[src/rtl/tmr_gate_pkg.sv]
package tmr_gate_pkg;

   typedef enum logic {
      WD_TO_RESET = 1'b0,
      WD_TO_IRQ   = 1'b1
   } wd_mode_e;

   typedef struct packed {
      logic lp_active;
      logic wd_run;
      logic pit_hold;
   } gate_s;

endpackage

[src/rtl/tmr_gate_ctl.sv]
module tmr_gate_ctl
   import tmr_gate_pkg::*;
#(
   parameter bit STOP_HOLDS_WD = 1'b0
) (
   input  logic  clk,
   input  logic  rst_n,
   input  logic  lpstop_req,
   input  logic  stop_in,
   input  logic  halt_in,
   input  logic  freeze_in,
   input  logic  cfg_frz_wd,
   input  logic  cfg_frz_pit,
   input  logic  wd_en,
   output gate_s gate,
   output logic  busmon_en,
   output logic  dblflt_en,
   output logic  spur_en
);

   logic lp_q;
   logic lp_d;

   // Halt only matters before the state is entered.
   assign lp_d = lpstop_req && (lp_q || !halt_in);

   always_ff @(posedge clk or negedge rst_n) begin
      if (!rst_n) lp_q <= 1'b0;
      else        lp_q <= lp_d;
   end

   logic stop_hold;
   assign stop_hold = STOP_HOLDS_WD && stop_in;

   always_comb begin
      gate.lp_active = lp_q;
      gate.wd_run    = wd_en && !lp_q && !(freeze_in && cfg_frz_wd) && !stop_hold;
      gate.pit_hold  = freeze_in && cfg_frz_pit;
   end

   assign busmon_en = !lp_q;
   assign dblflt_en = !lp_q;
   assign spur_en   = !lp_q;

endmodule

[src/rtl/tmr_wdog.sv]
module tmr_wdog
   import tmr_gate_pkg::*;
#(
   parameter int unsigned WD_W     = 16,
   parameter int unsigned WD_LIMIT = 40000,
   parameter int unsigned KEY_W    = 8,
   parameter logic [7:0]  KEY_A    = 8'h55,
   parameter logic [7:0]  KEY_B    = 8'hAA
) (
   input  logic             clk,
   input  logic             rst_n,
   input  logic             en,
   input  logic             run,
   input  logic             mode,
   input  logic             svc_wr,
   input  logic [KEY_W-1:0] svc_data,
   output logic             rst_pulse,
   output logic             irq
);

   localparam logic [WD_W-1:0]  TERM  = WD_W'(WD_LIMIT);
   localparam logic [KEY_W-1:0] K_A   = KEY_W'(KEY_A);
   localparam logic [KEY_W-1:0] K_B   = KEY_W'(KEY_B);

   initial begin : elab_chk
      assert (WD_LIMIT > 0 && WD_LIMIT < (64'd1 << WD_W))
         else $error("tmr_wdog: WD_LIMIT does not fit WD_W");
      assert (K_A != K_B)
         else $error("tmr_wdog: service keys must differ");
   end

   logic [WD_W-1:0] cnt_q;
   logic            armed_q;
   logic            key_a_hit;
   logic            svc_done;
   logic            expire;
   wd_mode_e        mode_e;

   assign mode_e    = wd_mode_e'(mode);
   assign key_a_hit = svc_wr && (svc_data == K_A);
   assign svc_done  = svc_wr && armed_q && (svc_data == K_B);
   assign expire    = run && (cnt_q == TERM) && !svc_done;

   always_ff @(posedge clk or negedge rst_n) begin
      if (!rst_n) begin
         cnt_q     <= '0;
         armed_q   <= 1'b0;
         rst_pulse <= 1'b0;
         irq       <= 1'b0;
      end else begin
         if (svc_wr) armed_q <= key_a_hit;

         if (!en || svc_done)  cnt_q <= '0;
         else if (expire)      cnt_q <= '0;
         else if (run)         cnt_q <= cnt_q + WD_W'(1);

         rst_pulse <= expire && (mode_e == WD_TO_RESET);

         if (expire && mode_e == WD_TO_IRQ) irq <= 1'b1;
         else if (svc_done)                 irq <= 1'b0;
      end
   end

endmodule

[src/rtl/tmr_pit.sv]
module tmr_pit #(
   parameter int unsigned PIT_W = 8,
   parameter int unsigned LVL_W = 3
) (
   input  logic             clk,
   input  logic             rst_n,
   input  logic             hold,
   input  logic [PIT_W-1:0] period,
   input  logic [LVL_W-1:0] level,
   input  logic             ack,
   output logic             irq,
   output logic [LVL_W-1:0] irq_lvl
);

   initial begin : elab_chk
      assert (PIT_W >= 2) else $error("tmr_pit: PIT_W too small");
      assert (LVL_W >= 1) else $error("tmr_pit: LVL_W too small");
   end

   localparam logic [PIT_W-1:0] ONE = PIT_W'(1);

   logic [PIT_W-1:0] cnt_q;
   logic             run;
   logic             fire;

   assign run  = (period != '0) && !hold;
   assign fire = run && (cnt_q == ONE);

   always_ff @(posedge clk or negedge rst_n) begin
      if (!rst_n) begin
         cnt_q <= '0;
         irq   <= 1'b0;
      end else begin
         if (period == '0)                       cnt_q <= '0;
         else if (run) begin
            if (cnt_q == '0 || cnt_q == ONE)     cnt_q <= period;
            else                                 cnt_q <= cnt_q - ONE;
         end

         if (fire)     irq <= 1'b1;
         else if (ack) irq <= 1'b0;
      end
   end

   assign irq_lvl = irq ? level : '0;

endmodule

[src/rtl/tmr_gate_top.sv]
module tmr_gate_top
   import tmr_gate_pkg::*;
#(
   parameter int unsigned WD_W          = 16,
   parameter int unsigned WD_LIMIT      = 40000,
   parameter int unsigned PIT_W         = 8,
   parameter int unsigned LVL_W         = 3,
   parameter bit          SYNC_WAKE     = 1'b0,
   parameter bit          STOP_HOLDS_WD = 1'b0
) (
   input  logic             clk,
   input  logic             rst_n,
   input  logic             lpstop_req,
   input  logic             stop_in,
   input  logic             halt_in,
   input  logic             freeze_in,
   input  logic             cfg_frz_wd,
   input  logic             cfg_frz_pit,
   input  logic             wd_en,
   input  logic             wd_irq_mode,
   input  logic             svc_wr,
   input  logic [7:0]       svc_data,
   input  logic [PIT_W-1:0] pit_period,
   input  logic [LVL_W-1:0] pit_level,
   input  logic             pit_ack,
   input  logic [LVL_W-1:0] irq_mask,
   output logic             wd_rst_pulse,
   output logic             wd_irq,
   output logic             pit_irq,
   output logic [LVL_W-1:0] pit_irq_lvl,
   output logic             wake_req,
   output logic             busmon_en,
   output logic             dblflt_en,
   output logic             spur_en
);

   gate_s gate;

   tmr_gate_ctl #(.STOP_HOLDS_WD(STOP_HOLDS_WD)) ctl_i (
      .clk        (clk),
      .rst_n      (rst_n),
      .lpstop_req (lpstop_req),
      .stop_in    (stop_in),
      .halt_in    (halt_in),
      .freeze_in  (freeze_in),
      .cfg_frz_wd (cfg_frz_wd),
      .cfg_frz_pit(cfg_frz_pit),
      .wd_en      (wd_en),
      .gate       (gate),
      .busmon_en  (busmon_en),
      .dblflt_en  (dblflt_en),
      .spur_en    (spur_en)
   );

   tmr_wdog #(.WD_W(WD_W), .WD_LIMIT(WD_LIMIT), .KEY_W(8)) wdog_i (
      .clk       (clk),
      .rst_n     (rst_n),
      .en        (wd_en),
      .run       (gate.wd_run),
      .mode      (wd_irq_mode),
      .svc_wr    (svc_wr),
      .svc_data  (svc_data),
      .rst_pulse (wd_rst_pulse),
      .irq       (wd_irq)
   );

   tmr_pit #(.PIT_W(PIT_W), .LVL_W(LVL_W)) pit_i (
      .clk     (clk),
      .rst_n   (rst_n),
      .hold    (gate.pit_hold),
      .period  (pit_period),
      .level   (pit_level),
      .ack     (pit_ack),
      .irq     (pit_irq),
      .irq_lvl (pit_irq_lvl)
   );

   logic wake_d;
   assign wake_d = gate.lp_active && pit_irq && (pit_level > irq_mask);

   generate
      if (SYNC_WAKE) begin : g_wake_reg
         logic wake_q;
         always_ff @(posedge clk or negedge rst_n) begin
            if (!rst_n) wake_q <= 1'b0;
            else        wake_q <= wake_d;
         end
         assign wake_req = wake_q;
      end else begin : g_wake_comb
         assign wake_req = wake_d;
      end
   endgenerate

endmodule

[config.mk]
export PLATFORM = sky130hd
export DESIGN_NAME = tmr_gate_top
export DESIGN_NICKNAME = d
export VERILOG_FILES = /design/src/rtl/tmr_gate_pkg.sv /design/src/rtl/tmr_gate_ctl.sv /design/src/rtl/tmr_wdog.sv /design/src/rtl/tmr_pit.sv /design/src/rtl/tmr_gate_top.sv
export SDC_FILE = /design/constraint.sdc
export NUM_CORES = 1
export LEC_CHECK = 0
export ABC_AREA = 1
export BUFFER_PORTS_ARGS = -buffer_cell sky130_fd_sc_hd__buf_4
export CORE_MARGIN = 10
export CORE_UTILIZATION = 58
export CTS_CLUSTER_DIAMETER = 120
export DETAILED_ROUTE_END_ITERATION = 7
export PLACE_DENSITY_LB_ADDON = 0.12
export SLEW_MARGIN = 10
export SYNTH_ARGS = -nofsm -noshare
export SYNTH_HDL_FRONTEND = slang
export SYNTH_SLANG_ARGS = --single-unit
[constraint.sdc]
create_clock -name clk -period 3.8 [get_ports clk]
set_input_delay 0.57 -clock clk [delete_from_list [all_inputs] [get_ports clk]]
set_output_delay 0.57 -clock clk [all_outputs]
set_load 0.005 [all_outputs]
==> flow_metrics.py, run 1 <==
metrics = {
    "timing": {
        "hold_viol_final": 0,
        "slew_headroom_pct": 64.2,
        "tightest_slew_ns": 0.535,
        "finalSetupViolCount": 0,
        "timing.fmax_mhz": 484,
        "period_needed_ns": 2.07,
        "fin_setup_tns_ns": 0,
        "finalCritPeriodShare_pct": 54.4,
        "drv_slew": 0,
        "rsz0062_at_grt": "false",
        "hold_ws_ns": 0.132,
        "finalClockSkew_ns": 0.0186,
    },
    "layout": {
        "multi_input_area_sq_mm": 0.00105,
        "syn2layout_area_growth_pct": 20.6,
        "final_nets": 382,
        "antennaDiodeCount": 0,
        "drive_above_1_share_pct": 18.1,
        "instances_no_fill": 388,
        "regArea_sq_um": 726,
        "fill_cells": 312,
    },
    "worst_setup_path": {
        "worstPathRequired_ns": 3.23,
        "crit_buf_inv": 2,
        "cpMostUsedCell": "buf_4",
        "crit_chain": "buf_4 -> ha_1 -> nand2_1 -> nor2_1 -> a211oi_1 -> nor3_1 -> buf_4",
        "critPathSlowestCell": "ha_1",
        "start_kind": "primary input",
        "cp_slowest_stage_delay_ns": 0.30,
        "end_kind": "output pin",
        "crit_family": "adder cells",
        "cp_data_arrival_time_ns": 1.50,
        "path_class": "primary input to output pin",
        "critPathMaxFanout": 2,
    },
    "placement": {
        "hpwl_um": 3560,
        "dp_cells": 380,
        "port_buffers": 42,
        "finalWeightedCongestion": 0.927,
    },
    "synth": {
        "syn-num-nets": 338,
        "yosysUniqueCellTypes": 25,
        "synth_area_sq_mm": 0.00200,
        "synth_top_area_share_pct": 36.3,
        "syn_inst": 297,
        "synth_commonest_cells": "75 x nand2_1, 48 x nor2_1, 47 x inv_1",
        "async_flop_share_pct": 100,
        "yosys_warnings": 0,
        "synthFlopType": "dfrtp_1",
        "synth_area_per_cell_sq_um": 6.74,
        "ys_ff_latch": 29,
        "synth.most_common_cell": "nand2_1",
        "yosys.area.top_type": "dfrtp_1",
        "synth-edff-count": 0,
        "synthTopCellsByArea": "dfrtp_1 36%, nand2_1 14%, nor2_1 9.0%, inv_1 8.8%, nand3_1 6.3%",
        "ys_seq_area_share_pct": 36.3,
    },
    "route": {
        "firstDrtPassIters": 4,
        "vias_per_cell": 5.11,
        "antenna_left": 0,
        "wirelength_um": 4680,
        "wire_per_inst_um": 12.1,
        "drt_iter0_drc": 147,
        "num_vias": 1981,
        "drc": 0,
    },
    "global_routing": {
        "grt_pass1_wl_um": 8120,
        "gr-total-overflow": 0,
        "antenna_found_initial": 0,
        "grt_pass1_vias": 1856,
        "grt_usage_pct": 15.9,
        "grt_max_degree": 30,
    },
    "die": {
        "pin_count": 44,
        "die_h_um": 78.7,
        "placement_rows": 21,
        "die_w_um": 78.7,
        "initial_core_util_pct": 60.0,
        "core_sq_mm": 0.00334,
        "die_area_sq_mm": 0.00620,
    },
    "power": {
        "ir_worst_vdd_mv": 0.353,
        "p_leak_nw": 1.25,
        "power.total_uw": 973,
        "p_per_area_mw_per_mm2": 403,
    },
    "clock_network": {
        "cts_tree": "built",
        "root_buffer": "clkbuf_4",
        "clkLatencyLatePin_ns": 0.34,
        "cts_setup_buffers": 0,
        "cts.sinks": 29,
        "clockBufferDepth": 2,
        "cts_htree_levels": 2,
        "clk_pin_slew_ns": 0.11,
        "cts_buffers": 5,
        "ctsResizeCount": 0,
        "holdBufCountCts": 0,
    },
    "flow_run": {
        "maxCapViolations": 0,
    },
    "status": {
        "status": "completed",
    },
    "hold_path": {
        "hold_path_class": "primary input to asynchronous set/reset pin",
    },
}
-- metrics by stage --
stage          instance area, sq um  utilization [%]  setup WS, ns
6_report                       2410             72.3          1.73
2_1_floorplan                  2000                -          2.02
5_1_grt                        2410             72.3          1.64
3_3_place_gp                   2330             69.8          1.77
3_5_place_dp                   2330             69.8          1.72
4_1_cts                        2410             72.3          1.72
-- report_power, final --
group | leakage [nW] | switching, mW | internal [mW]
clock | 0.0455 | 0.115 | 0.157
combinational | 0.824 | 0.169 | 0.130
sequential | 0.383 | 0.0456 | 0.357
total | 1.25 | 0.330 | 0.644
-- cell type report --
type,count,area share [%]
multi-input combinational,215,43.5
clock buffer,7,2.28
tap,46,2.38
inverter,48,7.47
sequential,29,30.1
clock inverter,1,1.24
timing repair buffer,42,13.1
-- flip-flops by register name (all words and copies together) (netlist names) --
register and cells:
wdog_i.irq 1, wdog_i.cnt_q 16, pit_i.cnt_q 8, wdog_i.rst_pulse 1
wdog_i.armed_q 1, pit_i.irq 1, ctl_i.lp_q 1
-- placed cells by master (no fill, tap or decap), types with 7 or more instances in the layout --
cell type / instances
nand2_1: 75
inv_1: 47
nand3_1: 25
nor2_1: 48
dfrtp_1: 29
nand4_1: 8
ha_1: 7
a21oi_1: 7
buf_4: 42
o21ai_0: 14
-- layer usage --
layer / vias up / routed length (um) / global-route usage (%)
li1: 1022 / - / -
met3: 7 / 365 / 5.63
met1: 900 / 2230 / 20.4
met2: 52 / 2030 / 24.5
met5: - / 0 / 0
met4: 0 / 53 / 4.84
-- final timing paths --
check / endpoint / cells past startpoint / slack [ns] / start
min: wdog_i.cnt_q[8] / 1 / 0.13 / rst_n
max: wake_req / 7 / 1.73 / pit_level[2]
min reg2reg: pit_i.cnt_q[6] / 2 / 0.50 / pit_i.cnt_q[6]
max reg2reg: pit_i.cnt_q[2] / 7 / 2.00 / pit_i.cnt_q[0]
max in group asynchronous: wdog_i.cnt_q[3] / 1 / 3.38 / rst_n
min in group clk: wdog_i.rst_pulse / 2 / 0.38 / wd_irq_mode
-- logic make-up (layout without fill, tap and decap cells) --
logic type,after synthesis,after routing,share of synthesized area [%]
AOI/OAI and AO/OA,30,30,7.94
xor gates and xnor gates,6,6,2.63
and+or+nand+nor,172,172,37.5
buffers and inverters,53,98,11.3
adders and majority gates,7,7,4.38
DFF,29,29,36.3
Note: power is estimated with default switching activity, not from simulation.
==> run 2, diff against run 1 <==
CORE_UTILIZATION = 54   (was 58)
clock period = 2 ns   (was 3.8 ns; I/O delays follow)
==> run 2 against run 1 <==
Register-to-register slack lost 1.7 ns. Total power grew 88%. Flip-flop and latch count is the same. Critical path depth grew 2. Non-clock buffer count grew 2. Utilization shrank 5.3 points. Sequential power grew 91%. Global-route usage shrank 0.21 points. Sequential share of layout area shrank 0.26 points. Combinational power grew 92%. Critical endpoint is now wdog_i.cnt_q[10]. Largest power group unchanged.
==> flow_metrics.py, run 2 (same netlist as run 1, synthesis figures left out) <==
metrics = {
    "status": {
        "status": "completed",
    },
    "global_routing": {
        "grt_pass1_wl_um": 8310,
        "grt_max_degree": 30,
        "grt_usage_pct": 15.7,
        "grt_pass1_vias": 1786,
        "antenna_found_initial": 0,
        "gr-total-overflow": 0,
    },
    "route": {
        "num_vias": 1984,
        "vias_per_cell": 5.07,
        "wirelength_um": 4850,
        "drc": 0,
        "drt_iter0_drc": 119,
        "firstDrtPassIters": 5,
        "antenna_left": 0,
        "wire_per_inst_um": 12.4,
    },
    "clock_network": {
        "cts.sinks": 29,
        "cts_setup_buffers": 0,
        "cts_tree": "built",
        "cts_buffers": 5,
        "root_buffer": "clkbuf_8",
        "clk_pin_slew_ns": 0.06,
        "holdBufCountCts": 1,
        "clockBufferDepth": 2,
        "ctsResizeCount": 0,
        "cts_htree_levels": 2,
        "clkLatencyLatePin_ns": 0.28,
    },
    "worst_setup_path": {
        "crit_buf_inv": 1,
        "start_kind": "flop",
        "crit_family": "simple AND/OR/NAND/NOR gates",
        "cp_slowest_stage_delay_ns": 0.39,
        "critPathSlowestCell": "dfrtp_1",
        "worstPathRequired_ns": 2.21,
        "path_class": "flop to flop",
        "cp_data_arrival_time_ns": 1.90,
        "critPathMaxFanout": 11,
        "crit_chain": "inv_1 -> ha_1 -> nand3_1 -> nor2_1 -> nand2_1 -> nor2_2 -> nor2_2 -> o21ai_0 -> nor2_1",
        "end_kind": "flop",
    },
    "layout": {
        "reg_top3": "wdog_i.cnt_q (16), pit_i.cnt_q (8)",
        "instances_no_fill": 391,
        "antennaDiodeCount": 0,
        "final_cell_mix": "75 x nand2_1, 48 x nor2_1, 47 x inv_1, 43 x buf_4, 29 x dfrtp_1",
        "drive_above_1_share_pct": 18.1,
        "fin_util_pct": 67.0,
        "final_nets": 384,
        "final_cell_area_sq_mm": 0.00243,
        "syn2layout_area_growth_pct": 21.7,
        "regMostFlops": "wdog_i.cnt_q",
        "layout_commonest_cell": "nand2_1",
        "largest_reg_flops": 16,
    },
    "timing": {
        "hold_ws_ns": 0.198,
        "period_needed_ns": 1.69,
        "slew_headroom_pct": 62.8,
        "hold_viol_final": 0,
        "drv_slew": 0,
        "timing.fmax_mhz": 592,
        "finalClockSkew_ns": 0.0101,
        "setup_ws_ns": 0.310,
        "fin_setup_tns_ns": 0,
        "finalSetupViolCount": 0,
        "rsz0062_at_grt": "false",
        "tightest_slew_ns": 0.556,
        "finalCritPeriodShare_pct": 84.5,
    },
    "die": {
        "placement_rows": 22,
        "die_w_um": 80.9,
        "pin_count": 44,
        "core_sq_mm": 0.00363,
        "initial_core_util_pct": 55.1,
        "die_h_um": 80.9,
        "die_area_sq_mm": 0.00654,
    },
    "placement": {
        "port_buffers": 42,
        "dp_cells": 383,
        "hpwl_um": 3750,
        "dpl_cell_area_sq_mm": 0.00234,
        "pre_cts_ws_ns": 0.342,
        "finalWeightedCongestion": 0.840,
    },
    "power": {
        "p_leak_nw": 1.26,
        "power.total_mw": 1.83,
        "ir_worst_vdd_mv": 0.641,
        "p_per_area_mw_per_mm2": 752,
    },
    "hold_path": {
        "hold_path_class": "primary input to flop",
    },
    "flow_run": {
        "maxCapViolations": 0,
    },
}
[run 2: power by group]
part           internal (mW)  total [mW]  leakage, nW  switching (mW)
logic                  0.254       0.575        0.834           0.321
clock network          0.272       0.490       0.0443           0.218
registers              0.679       0.766        0.383          0.0865
[run 2: metal layers]
metal  part of all wire [%]  vias to the layer above  track usage [%]
met1                     46                      892             19.9
met3                    7.8                        9             5.08
met2                     45                       57             24.5
li1                       -                     1026                -
met4                    1.5                        0             5.19
met5                      0                        -                0
[run 2: worst paths after layout]
path,from,endpoint,slack [ns],depth (start not counted)
worst max-delay path,wdog_i.cnt_q[0],wdog_i.cnt_q[10],0.31,9
worst min-delay path,wd_irq_mode,wdog_i.rst_pulse,0.20,2
worst max register to register,wdog_i.cnt_q[0],wdog_i.cnt_q[10],0.31,9
worst min register to register,pit_i.cnt_q[6],pit_i.cnt_q[6],0.50,2
max in group asynchronous,rst_n,wdog_i.cnt_q[6],1.24,2
min in group asynchronous,rst_n,wdog_i.cnt_q[15],0.48,2
[run 2: area by class of cell]
type / count / area (sq um)
fillers: 343 / 1200
repair buffers: 44 / 333
well taps: 48 / 60.1
inverters: 48 / 180
multi-input cells: 215 / 1050
flip-flops and latches: 29 / 726
clock buffers: 7 / 86.3
==> run 3, diff against run 2 <==
ABC_AREA = 0   (was 1)
CORE_UTILIZATION = 48   (was 54)
clock period = 1.45 ns   (was 2 ns; I/O delays follow)
==> run 3 against run 2 <==
The flow now finishes with violations (negative setup slack). Sequential power grew 42%. Via count is 12% higher. Worst hold slack got worse by 0.087 ns. Non-clock buffer count up 69. Total power increased by 92%. Area after synthesis is 6.4% lower. Worst setup slack got worse by 0.79 ns. First-iteration DRC count increased by 97%. Synthesized cell count fell by 26%. Maximum frequency shrank 13%.
==> flow_metrics.py, run 3 <==
metrics = {
    "worst_setup_path": {
        "r2r_slack_ns": -0.48,
        "r2r_start": "pit_i.cnt_q[6]",
        "cp-endpoint": "pit_i.cnt_q[3]",
        "worstPathRequired_ns": 1.61,
        "critPathSlowestCell": "or4_4",
        "rr_endpoint": "pit_i.cnt_q[3]",
        "cp-startpoint": "pit_i.cnt_q[6]",
        "critPathMaxFanout": 6,
        "cp.depth": 6,
        "start_kind": "flop",
        "crit_buf_inv": 1,
        "cp_data_arrival_time_ns": 2.09,
        "ff2ff_path_depth": 6,
        "crit_chain": "or4_4 -> nor4_4 -> buf_4 -> mux2_1 -> a22oi_1 -> nor2_1",
        "path_class": "flop to flop",
        "crit_family": "simple AND/OR/NAND/NOR gates",
        "end_kind": "flop",
        "cp_slowest_stage_delay_ns": 0.56,
    },
    "clock_network": {
        "cts_buffers": 5,
        "root_buffer": "clkbuf_8",
        "cts.sinks": 29,
        "cts_htree_levels": 2,
        "clockBufferDepth": 2,
        "clk_pin_slew_ns": 0.06,
        "clkLatencyLatePin_ns": 0.27,
        "cts_tree": "built",
    },
    "timing": {
        "finalCritPeriodShare_pct": 133,
        "setup_ws_ns": -0.483,
        "fin_setup_tns_ns": -5.36,
        "tightest_slew_ns": 0.384,
        "period_needed_ns": 1.93,
        "finalClockSkew_ns": 0.00148,
        "timing.fmax_mhz": 517,
        "finalSetupViolCount": 23,
        "slew_headroom_pct": 74.4,
        "drv_slew": 0,
        "rsz0062_at_grt": "true",
        "hold_viol_final": 0,
    },
    "synth": {
        "ys_ff_latch": 29,
        "synth_area_sq_mm": 0.00187,
        "async_flop_share_pct": 100,
        "syn_inst": 221,
        "yosys.area.top_type": "dfrtp_1",
        "synth_top_area_share_pct": 38.8,
        "synth_area_per_cell_sq_um": 8.47,
        "yosysUniqueCellTypes": 45,
        "yosys_warnings": 0,
        "synth_commonest_cells": "29 x dfrtp_1, 24 x nor2_1, 16 x a21oi_1",
        "synthTopCellsByArea": "dfrtp_1 39%, nor2_1 4.8%, ha_1 4.7%, a21oi_1 4.3%, nor3_1 3.2%",
        "synth-edff-count": 0,
        "synthFlopType": "dfrtp_1",
        "synth.most_common_cell": "dfrtp_1",
        "ys_seq_area_share_pct": 38.8,
        "syn-num-nets": 262,
    },
    "power": {
        "p_leak_nw": 1.47,
        "p_per_area_mw_per_mm2": 1120,
        "ir_worst_vdd_mv": 0.664,
    },
    "status": {
        "status": "complete, but fails checks",
        "violations": "negative setup slack",
    },
    "layout": {
        "reg_top3": "wdog_i.cnt_q (16), pit_i.cnt_q (8)",
        "final_cell_mix": "104 x buf_4, 29 x dfrtp_1, 19 x nor2_1, 14 x nand2_1, 13 x inv_1",
        "antennaDiodeCount": 0,
        "drive_above_1_share_pct": 49.5,
        "fill_cells": 222,
        "final_nets": 370,
        "regMostFlops": "wdog_i.cnt_q",
        "largest_reg_flops": 16,
        "layout_commonest_cell": "buf_4",
        "syn2layout_area_growth_pct": 67.1,
    },
    "route": {
        "drc": 0,
        "num_vias": 2214,
        "wirelength_um": 6900,
        "wl_met1_um": 2640,
        "top_layer": "met4",
        "met2_length_um": 3520,
        "firstDrtPassIters": 4,
        "wire_per_inst_um": 18.3,
        "dr_wl_met3_um": 575,
        "antenna_left": 0,
        "vias_per_cell": 5.87,
        "drt_iter0_drc": 235,
    },
    "die": {
        "die_area_sq_mm": 0.00680,
        "pin_count": 44,
        "core_sq_mm": 0.00372,
        "initial_core_util_pct": 50.4,
        "die_w_um": 82.4,
        "die_h_um": 82.4,
        "placement_rows": 22,
    },
    "global_routing": {
        "antenna_found_initial": 0,
        "grt_pass1_wl_um": 9930,
        "grt_max_degree": 30,
        "grt_pass1_vias": 2158,
        "gr-total-overflow": 0,
        "grt_usage_pct": 18.8,
    },
    "placement": {
        "hpwl_um": 4310,
        "pre_cts_ws_ns": -0.450,
        "port_buffers": 42,
        "finalWeightedCongestion": 0.919,
    },
    "flow_run": {
        "maxCapViolations": 0,
    },
    "hold_path": {
        "hold_path_class": "primary input to flop",
    },
}
run 3: layout make-up:
cell class	instances	area, sq um	area share (%)
sequential	29	726	23.2
inverter	15	56.3	1.80
multi-input combinational	165	1320	42.2
tap	48	60.1	1.92
timing repair buffer	113	881	28.2
clock buffer	7	86.3	2.76
run 3: report_power, final:
part	leakage, nW	internal [mW]	switching (mW)
clock	0.0443	0.375	0.278
sequential	0.389	0.932	0.154
combinational	1.04	0.950	0.823
run 3: repair_timing:
item,4_1_cts,5_1_grt
hold buffers,1,0
pin swaps,22,20
endpoints found under the setup margin,23,26
gates resized for setup,42,24
buffers inserted,3,11
endpoints found under the hold margin,29,0
run 3: worst min path at each step:
| stage | from | to | slack (ns) | cells past startpoint |
|---|---|---|---|---|
| 3_5_place_dp | rst_n | pit_i.cnt_q[2] | 0.16 | 1 |
| 6_report | wd_irq_mode | wdog_i.rst_pulse | 0.11 | 2 |
| 5_1_grt | wd_irq_mode | wdog_i.rst_pulse | 0.11 | 2 |
| 4_1_cts | wd_irq_mode | wdog_i.rst_pulse | 0.10 | 2 |
| 2_1_floorplan | rst_n | ctl_i.lp_q | -0.08 | 0 |
| 3_3_place_gp | rst_n | pit_i.cnt_q[2] | 0.16 | 1 |
run 3: cells by family after synthesis:
logic type,after synthesis,synth area share (%)
compound gates,51,17.2
xor+xnor,4,1.87
fa+ha+maj,7,4.68
buf+inv,27,6.15
flops,29,38.8
mux,3,1.80
simple gates,100,29.5
run 3: worst reg2reg max path, delay by kind of cell, from the launching register on:
kind | cells | cell delay, ns
AOI/OAI and AO/OA | 1 | 0.16
buffers and inverters | 1 | 0.19
DFF | 1 | 0.38
muxes | 1 | 0.33
and+or+nand+nor | 3 | 0.76
run 3: per-stage QoR:
| step | std cells | power (mW) | cell area (sq um) | util [%] | hold WS, ns |
|---|---|---|---|---|---|
| 4_1_cts | 369 | 3.16 | 2940 | 79.1 | 0.101 |
| 3_3_place_gp | 359 | 2.23 | 2660 | 71.4 | 0.165 |
| 6_report | 377 | 3.51 | 3130 | 84.2 | 0.110 |
| 2_1_floorplan | 221 | 1.64 | 1900 | - | -0.0781 |
| 3_5_place_dp | 359 | 2.28 | 2660 | 71.4 | 0.162 |
| 5_1_grt | 377 | 3.66 | 3130 | 84.2 | 0.105 |
run 3: per-layer routing:
metal / global-route usage, % / vias to the layer above
li1: - / 1020
met1: 20.8 / 1072
met2: 34.4 / 95
met3: 4.64 / 27
met4: 5.78 / 0
met5: 0 / -
